File: config.mk
export PLATFORM = sky130hd
export DESIGN_NAME = lrsc_monitor
export DESIGN_NICKNAME = d
export VERILOG_FILES = /design/src/rtl/lrsc_pkg.sv /design/src/rtl/lrsc_dpath.sv /design/src/rtl/lrsc_ctrl.sv /design/src/rtl/lrsc_monitor.sv
export SDC_FILE = /design/constraint.sdc
export NUM_CORES = 1
export LEC_CHECK = 0
export ABC_AREA = 1
export ABC_CLOCK_PERIOD_IN_PS = 2000
export BUFFER_PORTS_ARGS = -buffer_cell sky130_fd_sc_hd__buf_4
export CELL_PAD_IN_SITES_DETAIL_PLACEMENT = 0
export CELL_PAD_IN_SITES_GLOBAL_PLACEMENT = 1
export CORE_MARGIN = 1
export CORE_UTILIZATION = 30
export DETAILED_ROUTE_END_ITERATION = 6
export MAX_ROUTING_LAYER = met4
export PLACE_DENSITY_LB_ADDON = 0.1
export SETUP_SLACK_MARGIN = 0.4
export SYNTH_ARGS = -nofsm -noshare
export SYNTH_HDL_FRONTEND = slang
export SYNTH_HIERARCHICAL = 1
export SYNTH_SLANG_ARGS = --single-unit
File: constraint.sdc
create_clock -name clk -period 2 [get_ports clk]
set_input_delay 0 -clock clk [delete_from_list [all_inputs] [get_ports clk]]
set_output_delay 0 -clock clk [all_outputs]
set_load 0.03 [all_outputs]
File: src/rtl/lrsc_pkg.sv
package lrsc_pkg;
  typedef enum logic [1:0] {
    OP_IDLE = 2'd0,
    OP_LR   = 2'd1,
    OP_SC   = 2'd2,
    OP_ST   = 2'd3
  } opKind_e;

  typedef struct packed {
    logic capture;
    logic drop;
    logic commit;
  } resvStrobe_t;
endpackage

File: src/rtl/lrsc_dpath.sv
module lrsc_dpath
  import lrsc_pkg::*;
#(
  parameter int ADDR_W = 32,
  parameter int DATA_W = 32
) (
  input  logic              clk,
  input  logic              rst_n,
  input  resvStrobe_t       strobe,
  input  logic [ADDR_W-1:0] opAddr,
  input  logic [DATA_W-1:0] opData,
  input  logic              snoopValid,
  input  logic [ADDR_W-1:0] snoopAddr,
  output logic              opHitsResv,
  output logic              snoopHitsResv,
  output logic              snoopHitsOp,
  output logic [ADDR_W-1:0] memAddr,
  output logic [DATA_W-1:0] memWdata
);
  localparam int BYTE_LSB = $clog2(DATA_W / 8);
  localparam int WORD_W   = ADDR_W - BYTE_LSB;

  logic              resvValid;
  logic [WORD_W-1:0] resvWord;
  logic [WORD_W-1:0] opWord;
  logic [WORD_W-1:0] snoopWord;
  logic              unusedLowBits;

  assign opWord        = opAddr[ADDR_W-1:BYTE_LSB];
  assign snoopWord     = snoopAddr[ADDR_W-1:BYTE_LSB];
  assign unusedLowBits = ^snoopAddr[BYTE_LSB-1:0];

  assign opHitsResv    = resvValid && (opWord == resvWord);
  assign snoopHitsResv = resvValid && snoopValid && (snoopWord == resvWord);
  assign snoopHitsOp   = snoopValid && (snoopWord == opWord);

  assign memAddr  = opAddr;
  assign memWdata = opData;

  always_ff @(posedge clk) begin
    if (!rst_n) begin
      resvValid <= 1'b0;
      resvWord  <= '0;
    end else if (strobe.capture) begin
      resvValid <= 1'b1;
      resvWord  <= opWord;
    end else if (strobe.drop) begin
      resvValid <= 1'b0;
    end
  end


  capture_holds_chk: assert property (@(posedge clk) disable iff (!rst_n)
    strobe.capture |=> opHitsResv || (resvWord == $past(opWord)));


  drop_empties_chk: assert property (@(posedge clk) disable iff (!rst_n)
    (strobe.drop && !strobe.capture) |=> !opHitsResv && !snoopHitsResv);
endmodule

File: src/rtl/lrsc_ctrl.sv
module lrsc_ctrl
  import lrsc_pkg::*;
#(
  parameter int DATA_W = 32
) (
  input  logic              clk,
  input  logic              rst_n,
  input  opKind_e           opKind,
  input  logic              opHitsResv,
  input  logic              snoopHitsResv,
  input  logic              snoopHitsOp,
  output resvStrobe_t       strobe,
  output logic              memWe,
  output logic              scDone,
  output logic [DATA_W-1:0] scStatus
);
  localparam logic [DATA_W-1:0] FAIL_CODE = DATA_W'(1);

  logic isLr, isSc, isSt, scPass;

  assign isLr   = (opKind == OP_LR);
  assign isSc   = (opKind == OP_SC);
  assign isSt   = (opKind == OP_ST);
  assign scPass = isSc && opHitsResv && !snoopHitsOp;

  always_comb begin
    strobe         = '0;
    strobe.capture = isLr && !snoopHitsOp;
    strobe.drop    = isSc || (isSt && opHitsResv) || snoopHitsResv
                     || (isLr && snoopHitsOp);
    strobe.commit  = scPass;
  end

  assign memWe    = strobe.commit || isSt;
  assign scDone   = isSc;
  assign scStatus = (isSc && !scPass) ? FAIL_CODE : '0;


  sc_snoop_clash_chk: assert property (@(posedge clk) disable iff (!rst_n)
    (opKind == OP_SC && snoopHitsOp) |-> !memWe && scStatus == FAIL_CODE);


  sc_miss_chk: assert property (@(posedge clk) disable iff (!rst_n)
    (opKind == OP_SC && !opHitsResv) |-> !memWe);


  fail_code_chk: assert property (@(posedge clk) disable iff (!rst_n)
    (scDone && !memWe) |-> scStatus == FAIL_CODE);


  plain_store_chk: assert property (@(posedge clk) disable iff (!rst_n)
    (opKind == OP_ST) |-> memWe && !scDone);


  idle_quiet_chk: assert property (@(posedge clk) disable iff (!rst_n)
    (opKind == OP_IDLE) |-> !memWe && !scDone);
endmodule

File: src/rtl/lrsc_monitor.sv
module lrsc_monitor
  import lrsc_pkg::*;
#(
  parameter int ADDR_W = 32,
  parameter int DATA_W = 32
) (
  input  logic              clk,
  input  logic              rst_n,
  input  logic [1:0]        opKind,
  input  logic [ADDR_W-1:0] opAddr,
  input  logic [DATA_W-1:0] opData,
  input  logic              snoopValid,
  input  logic [ADDR_W-1:0] snoopAddr,
  output logic              memWe,
  output logic [ADDR_W-1:0] memAddr,
  output logic [DATA_W-1:0] memWdata,
  output logic              scDone,
  output logic [DATA_W-1:0] scStatus
);
  resvStrobe_t strobe;
  logic        opHitsResv, snoopHitsResv, snoopHitsOp;

  lrsc_ctrl #(.DATA_W(DATA_W)) u_ctrl (
    .clk          (clk),
    .rst_n        (rst_n),
    .opKind       (opKind_e'(opKind)),
    .opHitsResv   (opHitsResv),
    .snoopHitsResv(snoopHitsResv),
    .snoopHitsOp  (snoopHitsOp),
    .strobe       (strobe),
    .memWe        (memWe),
    .scDone       (scDone),
    .scStatus     (scStatus)
  );

  lrsc_dpath #(.ADDR_W(ADDR_W), .DATA_W(DATA_W)) u_dpath (
    .clk          (clk),
    .rst_n        (rst_n),
    .strobe       (strobe),
    .opAddr       (opAddr),
    .opData       (opData),
    .snoopValid   (snoopValid),
    .snoopAddr    (snoopAddr),
    .opHitsResv   (opHitsResv),
    .snoopHitsResv(snoopHitsResv),
    .snoopHitsOp  (snoopHitsOp),
    .memAddr      (memAddr),
    .memWdata     (memWdata)
  );
endmodule

==> qor.csv <==
metric;value;unit
critical_path_class;reg -> out;
power.total;0.002201;W
fin_tns_setup;0;ns
hold_slack;-0.003175;ns
ff2ff_setup_slack;0.44;ns
final_common_cell;nand2_1;
crit_chain;inv_4, nand2_2, nand2_1, nor2_1, nand2_1, nor2_2, nand2_2, nor2_4, nand2_2, a21oi_2, buf_6;
first_pass_iters;4;
yosys_warnings;6;
final_area;3991;sq um
path_common_cell;nand2_2;
tritoncts;yes;
finalSetupViolCount;0;
syn_area_per_cell;5.366;sq um
antenna_left;0;
cts.path.max_buffers;2;
nNetsFinal;767;
cts_sinks;31;
leakagePower;2.212;nW
wl;10310;um
synth_area;3386;sq um
grt_start_max_net_pins;60;
peakVddDrop;279.1;uV
finalCriticalPeriod;1.671;ns
synthCells;631;
gr-usage-all-layers;0.1818;
place.gp.congestion;0.8378;
hold-path-endpoint;u_dpath/resvWord[8]$_SDFFE_PN0P_;
viasPerCell;4.298;
grt_pass1_vias;3084;
globalRouteOverflowTotal;0;
min-delay-start;opAddr[10];
htreeDepth;2;
die_x;108.2;um
required;2.00;ns
rows;38;
crit_slowest_cell;dfxtp_4;
r2r-start;u_dpath/resvWord[9]$_SDFFE_PN0P_;
fmax;0.5984;GHz
clk_latency;0.27;ns
crit_path_max_incr_delay;0.38;ns
area_delta_synth_final;17.89;%
hold_violations;1;
diodes;0;
drtIter0Drc;150;
reg2reg_depth;15;
io_pins;199;
dieArea;11710;sq um
dp_hpwl;8138;um
postCtsHoldBufs;0;
hp-class;in -> reg;
clk_pin_slew_worst_paths;0.06;ns
drv_slew;0;
port_buffers;97;
finalCritPeriodShare;0.8356;
drcViolationCount;0;
grt_pass1_wl;15450;um
antenna_found_initial;0;
violations;negative hold slack;
cts_buffers;5;
die_h;108.2;um
drive_gt1_frac;0.2842;
crit_buf_inv;2;
worst_ep_arrival_time;1.67;ns
initial_utilization;0.3096;
cp_max_fo;4;
power_density;551.5;nW/um^2
grt_setup_unrepaired;yes;
placeableCoreArea;10940;sq um
crit_family;simple AND/OR/NAND/NOR gates;
reg2reg_to;u_dpath/resvValid$_SDFFE_PN0P_;
startpoint_type;flip-flop;
cp_num_cells;11;
mostFrequentLayoutCells;nand2_1 (232), buf_4 (99), inv_1 (70), nor2_1 (50), o21ai_0 (39);
whs_path_depth;3;
wl_per_cell;12.80;um
skew;0.003354;ns
cts-root-buf;clkbuf_16;
worst_setup_path_end_kind;output pin;
outcome;finished with violations;
maxCapViolCount;0;
placed_area;3674;sq um
vias;3460;
how the worst max path moves through the flow:
stage / slack, ns / from / to
global route: 0.21 / u_dpath/resvWord[9]$_SDFFE_PN0P_ / memWe
global placement: 0.06 / u_dpath/resvWord[13]$_SDFFE_PN0P_ / u_dpath/resvValid$_SDFFE_PN0P_
floorplan: 0.50 / u_dpath/resvWord[20]$_SDFFE_PN0P_ / memWe
CTS: 0.29 / u_dpath/resvWord[7]$_SDFFE_PN0P_ / memWe
detailed placement: 0.07 / u_dpath/resvWord[13]$_SDFFE_PN0P_ / u_dpath/resvValid$_SDFFE_PN0P_
finish: 0.33 / u_dpath/resvWord[9]$_SDFFE_PN0P_ / memWe
power by group:
part           internal, W  switching, W  total, W  leakage, nW
logic             0.000275      0.000489  0.000764         1.88
registers         0.000664     0.0000457  0.000710        0.266
clock network     0.000448      0.000280  0.000728       0.0628
total              0.00139      0.000815   0.00220         2.21
worst min-delay path: stages:
cell     delay (ns)
buf_4          0.13
inv_2          0.05
a21oi_1        0.06
stage by stage:
| step | hold WS (ns) | utilization | instances | setup slack, ns |
|---|---|---|---|---|
| finish | -0.003175 | 0.3650 | 805 | 0.3288 |
| global route | 0.00004345 | 0.3650 | 805 | 0.2123 |
| CTS | 0.0002048 | 0.3563 | 804 | 0.2884 |
| detailed placement | 0.0002048 | 0.3359 | 795 | 0.06645 |
| global placement | 0.0002048 | 0.3359 | 795 | 0.06316 |
| floorplan | 0.1287 | - | 661 | 0.4993 |
registers in the layout, summed over array words and instances, names as in the netlist:
register           cells
u_dpath/resvValid      1
u_dpath/resvWord      30
final cells by class:
| type | instances | area, sq um |
|---|---|---|
| multi-input cells | 432 | 1882 |
| inverters | 94 | 355.3 |
| well taps | 140 | 175.2 |
| clock buffers | 6 | 128.9 |
| fillers | 1260 | 6944 |
| flip-flops and latches | 31 | 664.4 |
| repair buffers | 102 | 785.8 |
metal layers:
| layer | vias to the layer above | routed length (um) | GRT usage |
|---|---|---|---|
| li1 | 1830 | - | - |
| met3 | 13 | 547 | 0.02652 |
| met2 | 107 | 4893 | 0.3089 |
| met5 | - | 0 | - |
| met4 | 0 | 93 | 0.04501 |
| met1 | 1510 | 4771 | 0.2247 |
timing repair:
action / CTS / global route
hold endpoints to repair: 0 / 0
gates resized for setup: 38 / 37
setup buffers: 3 / 1
endpoints found under the setup margin: 3 / 4
pin swaps: 12 / 20
Note: power is estimated with default switching activity, not from simulation.
